### config.mk
export PLATFORM = sky130hd
export DESIGN_NAME = intr_router
export DESIGN_NICKNAME = d
export VERILOG_FILES = /design/src/rtl/irt_pkg.sv /design/src/rtl/irt_regs.sv /design/src/rtl/irt_cond.sv /design/src/rtl/irt_route.sv /design/src/rtl/intr_router.sv
export SDC_FILE = /design/constraint.sdc
export NUM_CORES = 1
export LEC_CHECK = 0
export BUFFER_PORTS_ARGS = -buffer_cell sky130_fd_sc_hd__buf_2
export CORE_ASPECT_RATIO = 0.8
export CORE_MARGIN = 2
export CORE_UTILIZATION = 40
export CTS_BUF_LIST = sky130_fd_sc_hd__clkbuf_4
export CTS_CLUSTER_DIAMETER = 60
export CTS_CLUSTER_SIZE = 12
export DETAILED_ROUTE_END_ITERATION = 6
export PLACE_DENSITY = 0.66
export SYNTH_ARGS = -nofsm -noshare
export SYNTH_HDL_FRONTEND = slang
export SYNTH_SLANG_ARGS = --single-unit
export TNS_END_PERCENT = 100
### constraint.sdc
create_clock -name clk -period 4.2 [get_ports clk]
set_clock_uncertainty 0.05 [all_clocks]
set_input_delay 0.21 -clock clk [delete_from_list [all_inputs] [get_ports clk]]
set_output_delay 0.21 -clock clk [all_outputs]
set_load 0.02 [all_outputs]
### src/rtl/irt_pkg.sv
`timescale 1ns/1ps
// Package irt_pkg: defaults and register selector shared by the interrupt
// router modules. Assumes a 32-bit data bus and word-aligned registers.
package irt_pkg;
    localparam int unsigned IRT_LINES_DEF  = 10;
    localparam int unsigned IRT_ADDR_W_DEF = 6;
    localparam int unsigned IRT_DATA_W     = 32;
    // Lines whose sense may be inverted (bits 4 and 5 by default)
    localparam logic [31:0] IRT_INV_DEF    = 32'h0000_0030;

    // Word index of each register (byte offset divided by four)
    typedef enum logic [2:0] {
        RG_STATUS  = 3'd0,
        RG_RAW     = 3'd1,
        RG_EN_SET  = 3'd2,
        RG_EN_CLR  = 3'd3,
        RG_SRC_SEL = 3'd4,
        RG_ROUTE   = 3'd5,
        RG_POL     = 3'd6,
        RG_TEST    = 3'd7
    } reg_sel_e;

    typedef struct packed {
        logic     hit;
        reg_sel_e sel;
    } reg_dec_t;
endpackage

### src/rtl/irt_regs.sv
`timescale 1ns/1ps
// Module irt_regs: decodes the register bus, holds the mask, route,
// polarity, source-select and test words, and drives combinational read data.
// Assumes NUM_LINES < 32 and ADDR_W >= 6; misaligned or out-of-map
// addresses neither read nor write.
module irt_regs #(
    parameter int unsigned NUM_LINES = irt_pkg::IRT_LINES_DEF,
    parameter int unsigned ADDR_W    = irt_pkg::IRT_ADDR_W_DEF,
    parameter logic [31:0] INV_LINES = irt_pkg::IRT_INV_DEF
) (
    input  logic                           clk,
    input  logic                           rst_n,
    input  logic [ADDR_W-1:0]              bus_addr,
    input  logic                           bus_we,
    input  logic [irt_pkg::IRT_DATA_W-1:0] bus_wdata,
    input  logic [NUM_LINES-1:0]           raw_pend,
    input  logic [NUM_LINES-1:0]           masked_pend,
    output logic [irt_pkg::IRT_DATA_W-1:0] bus_rdata,
    output logic [NUM_LINES-1:0]           en_mask,
    output logic                           src_sel,
    output logic [NUM_LINES-1:0]           test_src,
    output logic [NUM_LINES-1:0]           pol_bits,
    output logic [NUM_LINES-1:0]           route_bits
);
    import irt_pkg::*;

    localparam int unsigned PAD_W = IRT_DATA_W - NUM_LINES;
    localparam logic [NUM_LINES-1:0] POL_KEEP = INV_LINES[NUM_LINES-1:0];

    reg_dec_t                 dec;
    logic                     wr_hit;
    logic [NUM_LINES-1:0]     wd;
    logic [IRT_DATA_W-1:NUM_LINES] wdata_unused;
    logic [NUM_LINES-1:0]     rd_word;

    assign wd           = bus_wdata[NUM_LINES-1:0];
    assign wdata_unused = bus_wdata[IRT_DATA_W-1:NUM_LINES];

    // Address decode: aligned and inside the eight-word map
    always_comb begin
        dec.hit = (bus_addr[1:0] == 2'b00) && (bus_addr[ADDR_W-1:5] == '0);
        dec.sel = reg_sel_e'(bus_addr[4:2]);
    end

    assign wr_hit = bus_we && dec.hit;

    // Mask: set through one register, cleared through another
    always_ff @(posedge clk) begin
        if (!rst_n) begin
            en_mask <= '0;
        end else if (wr_hit && dec.sel == RG_EN_SET) begin
            en_mask <= en_mask | wd;
        end else if (wr_hit && dec.sel == RG_EN_CLR) begin
            en_mask <= en_mask & ~wd;
        end
    end

    // Route word: per line, 0 selects normal output, 1 the fast output
    always_ff @(posedge clk) begin
        if (!rst_n) begin
            route_bits <= '0;
        end else if (wr_hit && dec.sel == RG_ROUTE) begin
            route_bits <= wd;
        end
    end

    // Polarity word: only invertible lines keep a bit
    always_ff @(posedge clk) begin
        if (!rst_n) begin
            pol_bits <= '0;
        end else if (wr_hit && dec.sel == RG_POL) begin
            pol_bits <= wd & POL_KEEP;
        end
    end

    // Source select bit and test word
    always_ff @(posedge clk) begin
        if (!rst_n) begin
            src_sel  <= 1'b0;
            test_src <= '0;
        end else if (wr_hit) begin
            if (dec.sel == RG_SRC_SEL) src_sel  <= wd[0];
            if (dec.sel == RG_TEST)    test_src <= wd;
        end
    end

    // Read mux: zero for unmapped and write-only locations
    always_comb begin
        rd_word = '0;
        if (dec.hit) begin
            case (dec.sel)
                RG_STATUS:  rd_word = masked_pend;
                RG_RAW:     rd_word = raw_pend;
                RG_EN_SET:  rd_word = en_mask;
                RG_EN_CLR:  rd_word = '0;
                RG_SRC_SEL: rd_word = {{(NUM_LINES-1){1'b0}}, src_sel};
                RG_ROUTE:   rd_word = route_bits;
                RG_POL:     rd_word = pol_bits;
                RG_TEST:    rd_word = test_src;
                default:    rd_word = '0;
            endcase
        end
    end

    assign bus_rdata = {{PAD_W{1'b0}}, rd_word};
endmodule

### src/rtl/irt_cond.sv
`timescale 1ns/1ps
// Module irt_cond: picks live or test sources and applies the per-line
// polarity inversion. Purely combinational; lines not listed in INV_LINES
// are passed straight through.
module irt_cond #(
    parameter int unsigned NUM_LINES = irt_pkg::IRT_LINES_DEF,
    parameter logic [31:0] INV_LINES = irt_pkg::IRT_INV_DEF
) (
    input  logic [NUM_LINES-1:0] line_in,
    input  logic [NUM_LINES-1:0] test_src,
    input  logic                 src_sel,
    input  logic [NUM_LINES-1:0] pol_bits,
    output logic [NUM_LINES-1:0] raw_pend
);
    logic [NUM_LINES-1:0] src;

    // Source selection between live wires and the test word
    assign src = src_sel ? test_src : line_in;

    for (genvar i = 0; i < NUM_LINES; i++) begin : g_line
        if (INV_LINES[i]) begin : g_inv
            // Invertible line: polarity bit flips its sense
            assign raw_pend[i] = src[i] ^ pol_bits[i];
        end else begin : g_pass
            logic pol_unused;
            assign pol_unused  = pol_bits[i];
            assign raw_pend[i] = src[i];
        end
    end
endmodule

### src/rtl/irt_route.sv
`timescale 1ns/1ps
// Module irt_route: masks the pending lines and registers the two request
// outputs. Assumes pending inputs are level-sensitive; nothing is latched.
module irt_route #(
    parameter int unsigned NUM_LINES = irt_pkg::IRT_LINES_DEF
) (
    input  logic                 clk,
    input  logic                 rst_n,
    input  logic [NUM_LINES-1:0] raw_pend,
    input  logic [NUM_LINES-1:0] en_mask,
    input  logic [NUM_LINES-1:0] route_bits,
    output logic [NUM_LINES-1:0] masked_pend,
    output logic                 irq_o,
    output logic                 fiq_o
);
    logic irq_d;
    logic fiq_d;

    assign masked_pend = raw_pend & en_mask;

    // Split masked pending lines by route bit
    always_comb begin
        irq_d = |(masked_pend & ~route_bits);
        fiq_d = |(masked_pend &  route_bits);
    end

    // Output registers, cleared by reset
    always_ff @(posedge clk) begin
        if (!rst_n) begin
            irq_o <= 1'b0;
            fiq_o <= 1'b0;
        end else begin
            irq_o <= irq_d;
            fiq_o <= fiq_d;
        end
    end
endmodule

### src/rtl/intr_router.sv
`timescale 1ns/1ps
// Module intr_router: register-mapped interrupt router with set/clear mask
// registers, per-line normal/fast routing, polarity for selected lines and a
// test-source substitute. Read data is combinational; outputs are registered.
module intr_router #(
    parameter int unsigned NUM_LINES = irt_pkg::IRT_LINES_DEF,
    parameter int unsigned ADDR_W    = irt_pkg::IRT_ADDR_W_DEF,
    parameter logic [31:0] INV_LINES = irt_pkg::IRT_INV_DEF
) (
    input  logic                           clk,
    input  logic                           rst_n,
    input  logic [ADDR_W-1:0]              bus_addr,
    input  logic                           bus_we,
    input  logic [irt_pkg::IRT_DATA_W-1:0] bus_wdata,
    output logic [irt_pkg::IRT_DATA_W-1:0] bus_rdata,
    input  logic [NUM_LINES-1:0]           line_in,
    output logic                           irq_o,
    output logic                           fiq_o
);
    logic [NUM_LINES-1:0] en_mask;
    logic [NUM_LINES-1:0] route_bits;
    logic [NUM_LINES-1:0] pol_bits;
    logic [NUM_LINES-1:0] test_src;
    logic                 src_sel;
    logic [NUM_LINES-1:0] raw_pend;
    logic [NUM_LINES-1:0] masked_pend;

    irt_regs #(.NUM_LINES(NUM_LINES), .ADDR_W(ADDR_W), .INV_LINES(INV_LINES)) u_regs (
        .clk         (clk),
        .rst_n       (rst_n),
        .bus_addr    (bus_addr),
        .bus_we      (bus_we),
        .bus_wdata   (bus_wdata),
        .raw_pend    (raw_pend),
        .masked_pend (masked_pend),
        .bus_rdata   (bus_rdata),
        .en_mask     (en_mask),
        .src_sel     (src_sel),
        .test_src    (test_src),
        .pol_bits    (pol_bits),
        .route_bits  (route_bits)
    );

    irt_cond #(.NUM_LINES(NUM_LINES), .INV_LINES(INV_LINES)) u_cond (
        .line_in  (line_in),
        .test_src (test_src),
        .src_sel  (src_sel),
        .pol_bits (pol_bits),
        .raw_pend (raw_pend)
    );

    irt_route #(.NUM_LINES(NUM_LINES)) u_route (
        .clk         (clk),
        .rst_n       (rst_n),
        .raw_pend    (raw_pend),
        .en_mask     (en_mask),
        .route_bits  (route_bits),
        .masked_pend (masked_pend),
        .irq_o       (irq_o),
        .fiq_o       (fiq_o)
    );
endmodule

==> run metrics <==
outcome finished clean; slowest library cell on the worst path dfxtp_1; grt total ovfl 0; initial antenna violation count 0; hold slack 54.03 ps; initial core utilization 0.4106; power density over cell area 252.2 nW/µm²; Worst Setup Start Kind flip-flop; commonest non-fill, non-tap cell in the layout buf_2; CORE AREA around 5400 µm²; final net count 327; area of the mapped netlist between 2000 and 2500 µm²; largest net degree at the start of global routing 34; VDD IR max 0.0001552 V; CTS resizes 0; slowest stage delay, CP roughly 780 ps; synth unique cells 41; DRC Markers 0; Post-Layout Cell Count 341; period utilization 0.5575; total track usage 0.1741; Setup CP Type flip-flop to primary output; clock latency on the worst-skew pair 340 ps; die area a little over 6000 µm²; YS warnings 0; n_diodes 0; Crit Path Max Fanout 13; fraction of layout cells with a size suffix above 1 0.2536; Num CTS Buffers 5; Die W 87.05 µm; Setup Viol. Count Final 0; syn avg cell area 8.936 µm²; Core Rows 24; Max Root-Sink Buffers 2; MaxCap Viol Count 0; DR vias approximately 1900; TNS Setup 0 ps; post-DP HPWL 3.578 mm; Rel. slew slack 0.3157; CTS hold repair buffers 0; area grow syn2layout 7.143%; data required time of the critical path 3940 ps; CTS Root Buffer Type clkbuf_4; initial detailed-routing violation count 96; register area share after synthesis 0.3175; DR pass1 iterations 4; HP Class input port to flip-flop; Worst-path clk slew 110 ps; final WL 5.171 mm; depth of the CTS H-tree 2; Port Buffers 40; Final Max Tran Viols 0; DR WL/cell 15.16 µm; Least-Margin Pin Slew 1025 ps; min Tclk post-route 2341 ps; CTS tree done; RSZ-0062 raised after global routing no; CP Cell Sequence mux2i_1 > xor2_1 > a21oi_1 > o21a_1 > buf_2; I/O pin cnt 85; Placer Congestion 0.8101; Leakage between 0.8 and 0.9 nW; Seq cells post-synth 35; vias per std cell 5.493; most frequent cells in the layout buf_2 (40), dfxtp_1 (35), mux2i_1 (26), nor2_1 (26), conb_1 (22); CTS Sinks 35; CP Capture Type primary output; first-pass GRT wire length 8.376 mm; final count of hold timing violations 0; crit path DAT 2080 ps; Die Height 70.44 µm; postcts setup bufs 0; Layout fillers 543; Antenna Nets Post-Route 0; Placed Cells 334; highest clock rate approximately 430 MHz; gate count after technology mapping roughly 250; via count of the first global-routing pass 1630
-- final timing paths --
| kind | to | slack, ps | cells after the start | startpoint |
|---|---|---|---|---|
| max | bus_rdata[5] | 1860 | 5 | u_regs.src_sel |
| min | flip-flop | 50 | 2 | bus_wdata[7] |
| max reg2reg | u_route.fiq_o | 2100 | 4 | u_regs.src_sel |
| min reg2reg | u_regs.test_src[9] | 480 | 2 | u_regs.test_src[9] |
-- report_power, final --
group          internal [mW]  switching (mW)  total [mW]
combinational         0.0276          0.0632      0.0908
sequential             0.334         0.00180       0.335
clock                 0.0593           0.111       0.170
total                  0.420           0.176       0.596
-- cells in the mapped netlist, drive strengths merged --
| library cell | instances | area share |
|---|---|---|
| buf | 32 | 0.10 |
| conb | 1 | 0.0017 |
| or3 | 1 | 0.0051 |
| o2111ai | 3 | 0.012 |
| a311oi | 10 | 0.040 |
| o21ai | 2 | 0.0045 |
| a31oi | 1 | 0.0028 |
| and2 | 1 | 0.0028 |
| inv | 4 | 0.0068 |
| a2bb2oi | 1 | 0.0040 |
| nor3 | 3 | 0.012 |
| nor3b | 1 | 0.0034 |
| mux2 | 17 | 0.087 |
| a31o | 1 | 0.0040 |
| nor4 | 2 | 0.012 |
| nor2 | 26 | 0.044 |
| mux2i | 26 | 0.12 |
| nand4 | 1 | 0.0028 |
| nor4b | 1 | 0.011 |
| o211a | 1 | 0.0045 |
| clkbuf | 8 | 0.014 |
| dfxtp | 35 | 0.32 |
| and3 | 1 | 0.0028 |
| a221o | 1 | 0.0045 |
| a21oi | 21 | 0.048 |
| o41a | 2 | 0.010 |
| o221ai | 7 | 0.028 |
| and3b | 2 | 0.0079 |
| nand2 | 16 | 0.027 |
| nand3 | 7 | 0.016 |
| xor2 | 1 | 0.0040 |
| nor2b | 1 | 0.0028 |
| o21a | 2 | 0.0068 |
| a22o | 1 | 0.0040 |
| nand3b | 6 | 0.020 |
| xnor2 | 1 | 0.0040 |
-- metrics by stage --
step / total power, mW / cell area, µm² / setup slack (ps) / util
5_1_grt: 0.6314 / 2365 / 1623 / 0.4399
3_3_place_gp: 0.4326 / 2318 / 1945 / 0.4313
4_1_cts: 0.6010 / 2365 / 1830 / 0.4399
6_report: 0.5964 / 2365 / 1859 / 0.4399
3_5_place_dp: 0.4330 / 2318 / 1909 / 0.4313
2_1_floorplan: 0.4218 / 2286 / 2471 / -
-- cells by family after synthesis --
family                 count (synthesis)  share of synthesized area
XOR/XNOR                               2                   0.007938
flip-flops                            35                     0.3175
AND/OR/NAND/NOR                       69                     0.1706
AO/OA/AOI/OAI                         53                     0.1723
multiplexers                          43                     0.2046
other                                  1                   0.001699
buffers and inverters                 44                     0.1253
-- layer usage --
layer	vias up	part of all wire	GRT usage
met5	-	0	0
met4	0	0.0077	0.04340
met3	7	0.072	0.05083
met2	65	0.44	0.2477
met1	885	0.48	0.2553
li1	916	-	-
-- worst max-delay path: cells and delay by family, from the launching register on --
kind | cells | cell delay, ps
mux | 1 | 290
flops | 1 | 780
buf+inv | 1 | 150
compound gates | 2 | 270
xor+xnor | 1 | 240
-- area by class of cell --
class,instances,area (µm²),area share
repair buffers,41,207.7,0.08783
multi-input cells,189,1314,0.5556
inverters,4,15.01,0.006349
clock buffers,5,37.54,0.01587
clock inverters,2,8.758,0.003704
well taps,65,81.33,0.03439
flip-flops and latches,35,700.7,0.2963
No activity file was read; power rests on OpenSTA's default activity.
